$ cat config.mk
export PLATFORM = sky130hd
export DESIGN_NAME = ecc_loc_fixer
export DESIGN_NICKNAME = d
export VERILOG_FILES = /design/src/rtl/ecc_fix_pkg.sv /design/src/rtl/ecc_loc_pick.sv /design/src/rtl/ecc_loc_classify.sv /design/src/rtl/ecc_done_track.sv /design/src/rtl/ecc_loc_fixer.sv
export SDC_FILE = /design/constraint.sdc
export NUM_CORES = 1
export LEC_CHECK = 0
export ABC_AREA = 0
export BUFFER_PORTS_ARGS = -buffer_cell sky130_fd_sc_hd__buf_2
export CAP_MARGIN = 10
export CORE_MARGIN = 2
export CORE_UTILIZATION = 50
export CTS_BUF_LIST = sky130_fd_sc_hd__clkbuf_2 sky130_fd_sc_hd__clkbuf_4 sky130_fd_sc_hd__clkbuf_8
export CTS_CLUSTER_SIZE = 8
export DETAILED_ROUTE_END_ITERATION = 10
export GPL_TIMING_DRIVEN = 0
export PLACE_DENSITY = 0.78
export SLEW_MARGIN = 5
export SYNTH_ARGS = -nofsm -noshare
export SYNTH_HDL_FRONTEND = slang
export SYNTH_SLANG_ARGS = --single-unit
$ cat constraint.sdc
create_clock -name clk -period 3.6 [get_ports clk]
set_clock_uncertainty 0.1 [all_clocks]
set_input_delay 0.72 -clock clk [delete_from_list [all_inputs] [get_ports clk]]
set_output_delay 0.72 -clock clk [all_outputs]
set_load 0.1 [all_outputs]
$ cat src/rtl/ecc_fix_pkg.sv
package ecc_fix_pkg;
    typedef enum logic {
        FIX_IDLE  = 1'b0,
        FIX_APPLY = 1'b1
    } fix_state_e;

    localparam int BIT_SEL_W = 3;
endpackage

$ cat src/rtl/ecc_loc_pick.sv
module ecc_loc_pick #(
    parameter int LOC_W = 13,
    parameter int SLOTS = 6,
    parameter int IDX_W = 4
) (
    input  logic [SLOTS*32-1:0] words,
    input  logic [IDX_W-1:0]    idx,
    output logic [LOC_W-1:0]    loc
);
    localparam int NLOC = 2 * SLOTS;

    logic [LOC_W-1:0] locs [NLOC];

    for (genvar g = 0; g < SLOTS; g++) begin : g_unpack
        assign locs[2*g]   = words[32*g      +: LOC_W];
        assign locs[2*g+1] = words[32*g + 16 +: LOC_W];
    end

    always_comb begin
        loc = '0;
        for (int k = 0; k < NLOC; k++) begin
            if (idx == IDX_W'(k)) loc = locs[k];
        end
    end
endmodule

$ cat src/rtl/ecc_loc_classify.sv
module ecc_loc_classify
    import ecc_fix_pkg::*;
#(
    parameter int LOC_W      = 13,
    parameter int DATA_BYTES = 512,
    parameter int META_BYTES = 8,
    parameter int ADDR_W     = 10
) (
    input  logic [LOC_W-1:0]  loc,
    output logic              in_buffer,
    output logic [ADDR_W-1:0] byte_addr,
    output logic [7:0]        bit_mask
);
    localparam int BYTE_IDX_W = LOC_W - BIT_SEL_W;
    localparam int BUF_BYTES  = DATA_BYTES + META_BYTES;

    logic [BYTE_IDX_W-1:0] byte_idx;

    always_comb begin
        byte_idx  = loc[LOC_W-1:BIT_SEL_W];
        in_buffer = (byte_idx < BYTE_IDX_W'(BUF_BYTES));
        byte_addr = ADDR_W'(byte_idx);
        bit_mask  = 8'b1 << loc[BIT_SEL_W-1:0];
    end
endmodule

$ cat src/rtl/ecc_done_track.sv
module ecc_done_track #(
    parameter int SECTORS = 8
) (
    input  logic                       clk,
    input  logic                       rst_n,
    input  logic                       clr_all,
    input  logic                       set_en,
    input  logic [$clog2(SECTORS)-1:0] set_idx,
    output logic [SECTORS-1:0]         flags
);
    typedef struct packed {
        logic [SECTORS-1:0] flags;
    } trk_t;

    trk_t r_q, r_d;

    always_comb begin
        r_d = r_q;
        if (clr_all) r_d.flags = '0;
        if (set_en)  r_d.flags[set_idx] = 1'b1;
    end

    always_ff @(posedge clk or negedge rst_n) begin
        if (!rst_n) r_q <= '0;
        else        r_q <= r_d;
    end

    assign flags = r_q.flags;

    AST_FLAG_SET: assert property (@(posedge clk) disable iff (!rst_n)
        set_en |=> flags[$past(set_idx)]);
endmodule

$ cat src/rtl/ecc_loc_fixer.sv
module ecc_loc_fixer
    import ecc_fix_pkg::*;
#(
    parameter int SECTORS    = 8,
    parameter int CNT_W      = 4,
    parameter int LOC_W      = 13,
    parameter int MAX_T      = 12,
    parameter int DATA_BYTES = 512,
    parameter int META_BYTES = 8
) (
    input  logic                                        clk,
    input  logic                                        rst_n,
    input  logic                                        start,
    input  logic [$clog2(SECTORS)-1:0]                  sect_sel,
    input  logic [SECTORS*CNT_W-1:0]                    err_count_word,
    input  logic [(MAX_T/2)*32-1:0]                     loc_words,
    output logic                                        busy,
    output logic                                        done,
    output logic [CNT_W-1:0]                            corr_bits,
    output logic                                        uncorrectable,
    output logic [SECTORS-1:0]                          sector_done,
    output logic [$clog2(DATA_BYTES+META_BYTES)-1:0]    buf_addr,
    input  logic [7:0]                                  buf_rdata,
    output logic                                        buf_we,
    output logic [7:0]                                  buf_wdata
);
    localparam int SEC_W     = $clog2(SECTORS);
    localparam int SLOTS     = MAX_T / 2;
    localparam int ADDR_W    = $clog2(DATA_BYTES + META_BYTES);
    localparam int BUF_BYTES = DATA_BYTES + META_BYTES;

    typedef struct packed {
        fix_state_e         state;
        logic [CNT_W-1:0]   idx;
        logic [CNT_W-1:0]   target;
        logic [SLOTS*32-1:0] words;
        logic [SEC_W-1:0]   sect;
        logic [CNT_W-1:0]   count;
        logic               unc;
        logic               done;
    } fix_t;

    fix_t r_q, r_d;

    logic [CNT_W-1:0]  cnt_sel;
    logic [LOC_W-1:0]  cur_loc;
    logic              cur_in_buf;
    logic [ADDR_W-1:0] cur_addr;
    logic [7:0]        cur_mask;
    logic              flag_clr;
    logic [SEC_W-1:0]  flag_idx;

    ecc_loc_pick #(.LOC_W(LOC_W), .SLOTS(SLOTS), .IDX_W(CNT_W)) u_pick (
        .words (r_q.words),
        .idx   (r_q.idx),
        .loc   (cur_loc)
    );

    ecc_loc_classify #(
        .LOC_W(LOC_W), .DATA_BYTES(DATA_BYTES),
        .META_BYTES(META_BYTES), .ADDR_W(ADDR_W)
    ) u_class (
        .loc       (cur_loc),
        .in_buffer (cur_in_buf),
        .byte_addr (cur_addr),
        .bit_mask  (cur_mask)
    );

    always_comb begin
        r_d      = r_q;
        r_d.done = 1'b0;
        cnt_sel  = err_count_word[sect_sel*CNT_W +: CNT_W];
        flag_clr = 1'b0;
        flag_idx = r_q.sect;
        case (r_q.state)
            FIX_IDLE: begin
                flag_idx = sect_sel;
                if (start) begin
                    flag_clr  = (sect_sel == '0);
                    r_d.sect  = sect_sel;
                    r_d.words = loc_words;
                    r_d.idx   = '0;
                    r_d.count = '0;
                    r_d.unc   = 1'b0;
                    if (cnt_sel == '0) begin
                        r_d.done = 1'b1;
                    end else if (cnt_sel == '1 || cnt_sel > CNT_W'(MAX_T)) begin
                        r_d.done = 1'b1;
                        r_d.unc  = 1'b1;
                    end else begin
                        r_d.state  = FIX_APPLY;
                        r_d.target = cnt_sel;
                    end
                end
            end
            FIX_APPLY: begin
                r_d.idx = r_q.idx + 1'b1;
                if (r_q.idx == r_q.target - 1'b1) begin
                    r_d.state = FIX_IDLE;
                    r_d.done  = 1'b1;
                    r_d.count = r_q.target;
                end
            end
            default: r_d.state = FIX_IDLE;
        endcase
    end

    always_ff @(posedge clk or negedge rst_n) begin
        if (!rst_n) r_q <= '0;
        else        r_q <= r_d;
    end

    ecc_done_track #(.SECTORS(SECTORS)) u_track (
        .clk     (clk),
        .rst_n   (rst_n),
        .clr_all (flag_clr),
        .set_en  (r_d.done),
        .set_idx (flag_idx),
        .flags   (sector_done)
    );

    assign busy          = (r_q.state == FIX_APPLY);
    assign done          = r_q.done;
    assign corr_bits     = r_q.count;
    assign uncorrectable = r_q.unc;
    assign buf_we        = busy && cur_in_buf;
    assign buf_addr      = cur_addr;
    assign buf_wdata     = buf_rdata ^ cur_mask;

    AST_WRITE_WHILE_BUSY: assert property (@(posedge clk) disable iff (!rst_n)
        buf_we |-> busy);
    AST_WRITE_IN_BUFFER: assert property (@(posedge clk) disable iff (!rst_n)
        buf_we |-> (int'(buf_addr) < BUF_BYTES));
    AST_DONE_NOT_BUSY: assert property (@(posedge clk) disable iff (!rst_n)
        done |-> !busy);
    AST_UNCORR_NO_COUNT: assert property (@(posedge clk) disable iff (!rst_n)
        (done && uncorrectable) |-> (corr_bits == '0));
    AST_COUNT_BOUND: assert property (@(posedge clk) disable iff (!rst_n)
        done |-> (corr_bits <= CNT_W'(MAX_T)));
    AST_WRITE_ONE_BIT: assert property (@(posedge clk) disable iff (!rst_n)
        buf_we |-> ($countones(buf_wdata ^ buf_rdata) == 1));
endmodule

==> results of run 1 <==
-- metal layers --
metal	wire (um)	vias up
met5	0	-
met1	12600	4312
met3	2910	111
met4	1420	0
met2	14300	567
li1	-	4218
-- critical path, stage by stage (launching register included) --
cell and delay (ns):
dfrtp_2 0.49, inv_4 0.11, ha_4 0.20, inv_2 0.12, o21ai_2 0.19, nand2_1 0.12, a2111oi_4 0.37, a221oi_4 0.13
or4b_4 0.58, o32ai_4 0.30, buf_12 0.22
-- cells in the mapped netlist, types with 3 or more instances --
library cell    n  share of area, %
nand2_1       509                21
dfrtp_1       182                50
o21ai_0        50               2.8
clkbuf_1       48               2.0
a21oi_1        39               2.2
nor2_1         33               1.4
buf_2          15              0.83
inv_1          14              0.58
nor3_1         14              0.77
o22ai_1        13              0.90
a221oi_1       11               1.1
a31oi_1         9              0.62
xnor2_1         9              0.87
mux4_2          8               2.0
o211ai_1        8              0.66
a221o_1         7              0.77
a22oi_1         7              0.58
buf_4           7              0.58
nor2b_1         7              0.48
a211oi_1        6              0.50
nand3_1         6              0.33
ha_1            5              0.69
mux2i_1         5              0.55
nand3b_1        5              0.42
nor3b_1         5              0.42
o21ai_1         5              0.28
xor2_1          5              0.48
mux2_2          4              0.50
nand2b_1        4              0.28
o21bai_1        4              0.33
and3_1          3              0.21
buf_1           3              0.12
o21a_1          3              0.25
o2bb2ai_1       3              0.29
-- cell families after synthesis --
group                    count (synthesis)
XOR/XNOR                                14
AND/OR/NAND/NOR                        597
buffers and inverters                   89
flip-flops                             182
AO/OA/AOI/OAI                          186
multiplexers                            19
adder cells (fa/ha/maj)                  5
-- per-stage QoR --
stage / cells / hold WS (ns)
after floorplan: 1092 / 0.324
after global placement: 1555 / 0.358
after detailed placement: 1556 / 0.364
after CTS: 1614 / 0.147
after global routing: 1634 / 0.169
final: 1634 / 0.126
-- repair_timing --
| item | 4_1_cts | 5_1_grt |
|---|---|---|
| setup endpoints to repair | 19 | 18 |
| hold buffers | 0 | 0 |
| cloned | 2 | 1 |
| pin swaps | 40 | 25 |
| buffers inserted | 26 | 20 |
| gates resized for setup | 201 | 34 |
-- power groups by stage --
| stage | Sequential, mW | Clock (mW) | Combinational [mW] |
|---|---|---|---|
| 2_1_floorplan | 3.73 | 0 | 5.73 |
| 3_3_place_gp | 3.70 | 0 | 7.47 |
| 3_5_place_dp | 3.71 | 0 | 7.60 |
| 4_1_cts | 3.72 | 1.53 | 9.63 |
| 5_1_grt | 3.85 | 1.61 | 10.9 |
| 6_report | 3.78 | 1.53 | 10.4 |
-- final cells by class --
type	count	area (um^2)	share of cell area, %
Clock inverter	15	200	1.59
Timing Repair Buffer	283	1920	15.2
Inverter	15	62.6	0.496
Sequential cell	182	4560	36.1
Tap cell	229	287	2.27
Multi-Input combinational cell	821	4870	38.6
Clock buffer	17	234	1.85
Buffer	72	488	3.87
-- flip-flops by register name (all words and copies together), names as in the netlist --
| signal | count |
|---|---|
| busy | 1 |
| done | 1 |
| r_q | 167 |
| corr_bits | 4 |
| uncorrectable | 1 |
| u_track.flags | 8 |
-- worst max path at each step --
stage                     startpoint  cells after the start        to
after floorplan             r_q[206]                     11    buf_we
after global placement         rst_n                      1  r_q[205]
after global routing        r_q[206]                     12    buf_we
final                       r_q[206]                     10    buf_we
after detailed placement    r_q[205]                     11    buf_we
after CTS                   r_q[205]                     11    buf_we
-- layout by cell type (no fill, tap or decap), types with 11 or more instances in the layout --
cell type,count
buf_6,11
o21ai_0,37
buf_2,221
dfrtp_1,179
nand2_1,508
nor2_1,29
buf_4,41
o21ai_2,12
clkbuf_8,18
a21oi_1,28
clkbuf_1,40
buf_12,22
==> impl_results.md, run 1 <==
- Max Cap Viol: 0
- Vias/cell: roughly 5.6
- First-pass GRT wire length: between 40000 and 50000 um
- Dpl hpwl: between 20000 and 25000 um
- FMAX: between 0.2 and 0.25 GHz
- Slew margin rel.: between 40 and 50%
- Register area share after synthesis: between 50 and 60%
- # clock sinks: about 180
- Count of pins over their slew limit: 0
- Clock power share: a little under 10%
- Psw: around 8 mW
- Dpl cell area: ~11000 um^2
- RR Startpoint: busy
- Final WS setup: -0.524 ns
- Post-synth EDFFs: 0
- IO Port Bufs: 234
- Layout area overhead: 39.6%
- CP arrival: about 3.3 ns
- Mux share of post-synthesis cell area: under 10%
- Worst reg2reg path endpoint: r_q[180]
- Synthesized-area fraction occupied by adder cells: less than 1%
- Tot GR Track Use: between 30% and 40%
- RSZ-0062 raised after global routing: yes
- Gpl congestion: ~1.0
- ANT cells: 0
- Final ANT Viol Nets: 0
- Syn Nets: roughly 1300
- GR Overflow Total: 0
- Unique masters post-synth: 62
- CP required: roughly 2.8 ns
- Dpl ws: -0.837 ns
- Final Net Count: between 1500 and 2000
- Die H: approximately 140 um
- Die W: about 140 um
- Post-Syn Area: ~9000 um^2
- Vias in the first global route: roughly 9000
- # DRC: 0
- Post-synthesis compound-gate area fraction: 13.7%
- Cell Rows: 49
- FILL cells: ~1400
- Layout cells sized above 1: 33.1%
- WL/cell: 19.1 um
- CTS tree: done
- Crit start category: flip-flop
- Status: finished with violations
- Global route hottest layer: met2
- Leak: 6.34 nW
- Final setup violating endpoints: 17
- Crit Path Class: reg -> out
- Synth Area in Simple Gates: between 20% and 30%
- Setup TNS Final: -5.36 ns
- Top Ports: approximately 270
- Post-layout util: a little over two thirds
- Vias: approximately 9000
- Peak VDD IR: approximately 1.8 mV
- Warnings, synthesis: 0
- Combinational share of power: 66.2%
- Core ar.: 17800 um^2
- Number of detailed-route iterations in the first pass: 6
- Finished Cell Area: between 10000 and 15000 um^2
- Largest family of logic cells by synthesized area: simple AND/OR/NAND/NOR gates
- FF-to-FF setup slack: roughly 0.64 ns
- Worst Path Max Fanout: 9
- Clock transition at path regs: about 0.1 ns
- Ys flop type: dfrtp_1
- Minimum clock period: about 4.1 ns
- Met2 GRT Util: approximately half
- Switching fraction of total power: between 50% and 60%
- FFs w/ async S/R, synth: 100%
- Final hold violation count: 0
- Cell-internal power: 7.67 mW
- Period utilization: 115%
- H-tree depth: 4
- Failing checks: setup timing
- Worst-Skew Late Latency: approximately 0.48 ns
- Clock root buffer: clkbuf_8
- Sequential share of power: about a quarter
- Worst Tran Pin Value: 0.891 ns
- Initial antenna violation count: 0
- Reg2reg path depth: 7
- Syn avg cell area: roughly 8.3 um^2
- HP Class: in -> async
- M3 GR Usage: 6.82%
- Mapped Cells: roughly 1100
- XOR/XNOR Fraction of Synth Area: under 10%
- Initial Util: about half
- Total CTS buffers: 17
- Largest net degree at the start of global routing: 98
- Pwr Total: 15.7 mW
- Pwr/cell area: between 1000 and 1500 nW/um^2
- Routing usage on met1: approximately 44%
- Synth Register Bits: about 180
- Crit. End Element: primary output
- Initial DRC count: 981
- Max clock buf depth: 2
- Die area: between 15000 and 20000 um^2
- Routed wire length: around 31000 um
Power figures use the tool's default switching activity.
==> run 2: changes to the inputs <==
ABC_AREA = default   (was 0)
CELL_PAD_IN_SITES_DETAIL_PLACEMENT = 0   (was default)
CELL_PAD_IN_SITES_GLOBAL_PLACEMENT = 1   (was default)
CORE_UTILIZATION = 39   (was 50)
PLACE_DENSITY = 0.88   (was 0.78)
==> impl_results.md, run 2 (synthesis gave the netlist of run 1 again) <==
- Crit. End Element: primary output
- Top Ports: 272 (unchanged)
- Die area: 24400 um^2 (+27%)
- Finished Cell Area: 12600 um^2 (-0.17%)
- Max clock buf depth: 2 (unchanged)
- Routed wire length: 32800 um (+4.9%)
- Dpl ws: -0.921 ns (-0.0848 ns)
- Largest register FFs: 167 (unchanged)
- Non-filler instance count after layout: 1683 (+3.0%)
- # clock sinks: 182 (unchanged)
- Clock transition at path regs: 0.11 ns (about the same)
- Core ar.: 22700 um^2 (+27%)
- Total CTS buffers: 17 (unchanged)
- Initial DRC count: 606 (-38%)
- Crit start category: flip-flop
- Gpl congestion: 0.981 (-4.9%)
- Vias in the first global route: 8561 (-4.8%)
- Pwr/cell area: 1230 nW/um^2 (-1.0%)
- # DRC: 0 (unchanged)
- WL/cell: 19.5 um (+1.8%)
- Slew margin rel.: 38.8% (-1.8 points)
- Failing checks: setup timing
- Worst-Skew Late Latency: 0.47 ns (about the same)
- Tot GR Track Use: 26.7% (-5.6 points)
- CP required: 2.78 ns (about the same)
- Psw: 8.02 mW (-0.13%)
- Setup TNS Final: -4.57 ns (+0.791 ns)
- Commonest non-fill, non-tap cell in the layout: nand2_1
- Routing usage on met1: 36.2% (-7.7 points)
- M3 GR Usage: 4.79% (-2.0 points)
- RSZ-0062 raised after global routing: yes
- Final ANT Viol Nets: 0 (unchanged)
- Clock root buffer: clkbuf_8
- Initial antenna violation count: 2 (+2)
- Largest net degree at the start of global routing: 109 (+11%)
- Final hold violation count: 0 (unchanged)
- Number of detailed-route iterations in the first pass: 5 (-1)
- Sequential share of power: 24.5% (+0.4 points)
- Worst Tran Pin Value: 0.918 ns (+0.0272 ns)
- H-tree depth: 4 (unchanged)
- Slowest cell on the critical path: or4b_4
- Vias/cell: 5.24 (-6.9%)
- Placed Cells: 1612 (+3.6%)
- First-pass GRT wire length: 48400 um (+0.64%)
- Cell-internal power: 7.49 mW (-2.3%)
- Global route hottest layer: met2
- Peak VDD IR: 1.21 mV (-31%)
- Minimum clock period: 4.11 ns (-0.0152 ns)
- Count of pins over their slew limit: 0 (unchanged)
- Leak: 6.28 nW (-0.95%)
- Final setup violating endpoints: 16 (-1)
- CTS Hold Buffers Added: 0 (unchanged)
- Max Cap Viol: 0 (unchanged)
- Met2 GRT Util: 43.6% (-6.4 points)
- Clock power share: 9.5% (-0.2 points)
- Cell Rows: 55 (+12%)
- Die W: 156 um (+13%)
- Max incr delay on CP: 0.57 ns (about the same)
- Final WS setup: -0.509 ns (+0.0152 ns)
- Crit-path most repeated cell: buf_12
- Layout cells sized above 1: 32.7% (-0.43 points)
- Status: finished with violations
- Crit Path Class: reg -> out
- CTS tree: done
- Dpl hpwl: 24200 um (+8.9%)
- Period utilization: 114% (-0.42 points)
- Combinational share of power: 66.1% (about the same)
- Final Net Count: 1626 (-0.55%)
- Worst Path Max Fanout: 10 (+1)
- Initial Util: 39.8% (-11 points)
- IO Port Bufs: 234 (unchanged)
- FMAX: 0.243 GHz (+0.37%)
- HP Class: in -> async
- CP arrival: 3.29 ns (about the same)
- Layout area overhead: 39.3%
- Vias: 8827 (-4.1%)
- Switching fraction of total power: 51.7% (+0.56 points)
- Dpl cell area: 10900 um^2 (+0.65%)
- Die H: 156 um (+13%)
- GR Overflow Total: 0 (unchanged)
- FILL cells: 2112 (+54%)
- Most frequent cells in the layout: nand2_1 (508), buf_2 (219), dfrtp_1 (180)
- Sequence of cells on the critical path: buf_6 > ha_4 > buf_12 > buf_12 > a221o_1 > o211ai_1 > a221oi_4 > or4b_4 > o32ai_4 > buf_12
- Post-layout util: 55.5% (-15 points)
- Largest register by flop count: r_q
==> run 2: cell count changes in the layout (fill, tap and decap cells not counted), sizes merged <==
cell,delta
buf,-6
clkinv,+4
clkbuf,-3
inv,-3
diode,+2
bufinv,-1
==> run 2: per-stage QoR <==
stage | total power [mW] | hold slack, ns
4_1_cts | 14.9 | 0.111
5_1_grt | 16.2 | 0.115
2_1_floorplan | 9.46 | 0.324
6_report | 15.5 | 0.0876
3_5_place_dp | 11.4 | 0.363
3_3_place_gp | 11.3 | 0.359
==> run 2: area by class of cell <==
cell class                 instances  area [um^2]  share of cell area, %
inverter                          15         68.8                  0.546
sequential                       182         4560                   36.2
clock buffer                      17          234                   1.86
tap                              285          357                   2.83
multi-input combinational        821         4890                   38.8
timing repair buffer             274         1850                   14.7
buffer                            72          457                   3.62
antenna                            2         5.00                 0.0397
clock inverter                    15          186                   1.48
==> run 2: critical path: cells and delay by family (launching register included) <==
| family | cells | cell delay, ns |
|---|---|---|
| compound gates | 4 | 0.94 |
| buf+inv | 4 | 0.65 |
| simple gates | 1 | 0.57 |
| flops | 1 | 0.47 |
| fa+ha+maj | 1 | 0.18 |
==> run 2: worst paths after layout <==
check	startpoint	to	slack, ns	cells past startpoint
worst max-delay path	r_q[206]	buf_we	-0.51	10
worst min-delay path	rst_n	r_q[106]	0.09	1
worst max register to register	busy	r_q[159]	0.58	7
worst min register to register	r_q[111]	r_q[111]	0.39	2
max in group asynchronous	rst_n	r_q[114]	2.36	2
min in group clk	loc_words[113]	r_q[122]	0.32	3
==> run 2: what timing repair did <==
item	4_1_cts	5_1_grt
gates resized for setup	185	49
endpoints found under the hold margin	0	0
buffers inserted	28	9
pin swaps	33	13
endpoints found under the setup margin	19	19
cloned	1	1
==> run 2: layer usage <==
| layer | wire, um | up-vias |
|---|---|---|
| li1 | - | 4208 |
| met1 | 13900 | 4198 |
| met2 | 15400 | 363 |
| met3 | 2380 | 58 |
| met4 | 1040 | 0 |
| met5 | 0 | - |
==> run 2: power groups by stage <==
stage	Sequential (mW)	Combinational [mW]	Clock (mW)
after detailed placement	3.75	7.68	0
after CTS	3.75	9.62	1.49
after floorplan	3.73	5.73	0
after global placement	3.73	7.58	0
final	3.79	10.3	1.47
after global routing	3.87	10.8	1.57
==> run 3: changes to the inputs <==
GPL_TIMING_DRIVEN = default   (was 0)
==> impl_results.md, run 3 (synthesis gave the netlist of run 1 again) <==
- CTS Hold Buffers Added: 0 (unchanged)
- Initial Util: 39.8% (unchanged)
- Final WS setup: -0.500 ns (+0.00963 ns)
- CTS tree: done
- HP Class: in -> async
- Reg2reg path depth: 7 (unchanged)
- Crit. End Element: primary output
- Largest register FFs: 167 (unchanged)
- Setup TNS Final: -4.30 ns (+0.271 ns)
- WL/cell: 17.9 um (-8.1%)
- Final setup violating endpoints: 12 (-4)
- Vias/cell: 5.12 (-2.4%)
- Number of detailed-route iterations in the first pass: 4 (-1)
- Worst-Skew Late Latency: 0.46 ns (about the same)
- Dpl hpwl: 22300 um (-7.7%)
- Status: finished with violations
- Slew margin rel.: 52.3% (+14 points)
- Layout area overhead: 39.6%
- Placed Cells: 1621 (+0.56%)
- Finished Cell Area: 12600 um^2 (+0.17%)
- Worst Tran Pin Value: 0.716 ns (-0.203 ns)
- First-pass GRT wire length: 45800 um (-5.4%)
- CP arrival: 3.28 ns (about the same)
- Dpl cell area: 11600 um^2 (+5.9%)
- Top Ports: 272 (unchanged)
- Die area: 24400 um^2 (unchanged)
- Worst Path Max Fanout: 10 (unchanged)
- Die H: 156 um (unchanged)
- Met2 GRT Util: 38.3% (-5.3 points)
- FF-to-FF setup slack: 1.10 ns (+0.52 ns)
- # clock sinks: 182 (unchanged)
- IO Port Bufs: 235 (+0.43%)
- Worst reg2reg path endpoint: u_track.flags[3]
- CP required: 2.78 ns (about the same)
- M3 GR Usage: 3.88% (-0.91 points)
- Crit Path Class: reg -> out
- # DRC: 0 (unchanged)
- Commonest non-fill, non-tap cell in the layout: nand2_1
- Peak VDD IR: 0.837 mV (-31%)
- Largest register by flop count: r_q
- RR Startpoint: busy
- Leak: 6.36 nW (+1.2%)
- FMAX: 0.244 GHz (+0.24%)
- Max Cap Viol: 0 (unchanged)
- Die W: 156 um (unchanged)
- Most frequent cells in the layout: nand2_1 (508), buf_2 (215), dfrtp_1 (181)
- Total CTS buffers: 17 (unchanged)
- Non-filler instance count after layout: 1673 (-0.59%)
- Crit start category: flip-flop
- Failing checks: setup timing
- Clock transition at path regs: 0.10 ns (about the same)
- Initial DRC count: 553 (-8.7%)
- H-tree depth: 4 (unchanged)
- RSZ-0062 raised after global routing: yes
- Minimum clock period: 4.10 ns (-0.00963 ns)
- Core ar.: 22700 um^2 (unchanged)
- Tot GR Track Use: 24.6% (-2.1 points)
- Count of pins over their slew limit: 0 (unchanged)
- Pwr/cell area: 1230 nW/um^2 (-0.38%)
- Clock root buffer: clkbuf_8
- Pwr Total: 15.5 mW (-0.21%)
- Initial antenna violation count: 1 (-1)
- GR Overflow Total: 0 (unchanged)
- Routed wire length: 29900 um (-8.7%)
- Final ANT Viol Nets: 0 (unchanged)
- Period utilization: 114% (-0.27 points)
- Final Net Count: 1617 (-0.55%)
- FILL cells: 2102 (-0.47%)
- Routing usage on met1: 34.7% (-1.6 points)
- Global route hottest layer: met2
- Max clock buf depth: 2 (unchanged)
- Vias: 8564 (-3.0%)
- Layout cells sized above 1: 34.1% (+1.4 points)
- Largest net degree at the start of global routing: 111 (+1.8%)
- Final hold violation count: 0 (unchanged)
- Cell Rows: 55 (unchanged)
- Gpl congestion: 0.932 (-5.0%)
- Vias in the first global route: 8502 (-0.69%)
==> run 3: cell count changes in the layout (fill, tap and decap cells not counted), moves of 4 or more <==
cell      delta
o21ai_2      -4
buf_4       +41
buf_2        -4
inv_8        -4
clkbuf_1    -40
buf_12       +7
clkbuf_2     -4
buf_8        -5
==> run 3: critical path, stage by stage (launching register included) <==
cell and delay [ns]:
dfrtp_1 0.42, inv_2 0.12, ha_4 0.22, nor2b_2 0.08
buf_12 0.15, buf_4 0.15, a22oi_2 0.20, a211oi_2 0.11
o21a_2 0.25, a211o_1 0.30, or3b_4 0.43, xnor2_4 0.19
buf_12 0.19
==> run 3: routing by layer <==
layer  share of wire [%]  vias to the layer above
met2                  47                      252
met5                   0                        -
met3                 4.8                       50
met4                 2.9                        0
met1                  46                     4085
li1                    -                     4177
==> run 3: area by class of cell <==
| type | instances | area, um^2 | share of cell area (%) |
|---|---|---|---|
| clock inverter | 13 | 185 | 1.47 |
| timing repair buffer | 337 | 2430 | 19.3 |
| multi-input combinational | 821 | 4780 | 37.9 |
| tap | 285 | 357 | 2.83 |
| clock buffer | 19 | 255 | 2.02 |
| antenna | 1 | 2.50 | 0.0198 |
| inverter | 15 | 58.8 | 0.466 |
| sequential | 182 | 4560 | 36.1 |
==> run 3: worst max-delay path by stage <==
| stage | startpoint | end | slack, ns | cells after the start |
|---|---|---|---|---|
| 2_1_floorplan | r_q[206] | buf_we | -0.56 | 11 |
| 3_3_place_gp | r_q[206] | buf_wdata[3] | -0.21 | 12 |
| 3_5_place_dp | r_q[206] | buf_wdata[3] | -0.30 | 12 |
| 4_1_cts | r_q[206] | buf_we | -0.46 | 10 |
| 5_1_grt | r_q[206] | buf_wdata[5] | -0.61 | 14 |
| 6_report | r_q[206] | buf_wdata[2] | -0.50 | 12 |
==> run 3: per-stage QoR <==
stage	hold slack [ns]	setup WS [ns]	util (%)
after floorplan	0.324	-0.558	-
after global placement	0.359	-0.210	50.9
after detailed placement	0.363	-0.296	50.9
after CTS	0.169	-0.463	54.9
after global routing	0.201	-0.613	55.6
final	0.163	-0.500	55.6
==> run 3: repair_timing <==
action                                  4_1_cts  5_1_grt
endpoints found under the setup margin       15       18
buffers inserted                             14        4
cloned                                        1        1
gates resized for setup                      72       22
pin swaps                                    31       14
==> run 3: power breakdown <==
group | internal, mW | switching [mW] | total, mW
clock network | 0.736 | 0.799 | 1.53
logic | 4.11 | 6.07 | 10.2
registers | 2.98 | 0.793 | 3.77
total | 7.82 | 7.67 | 15.5
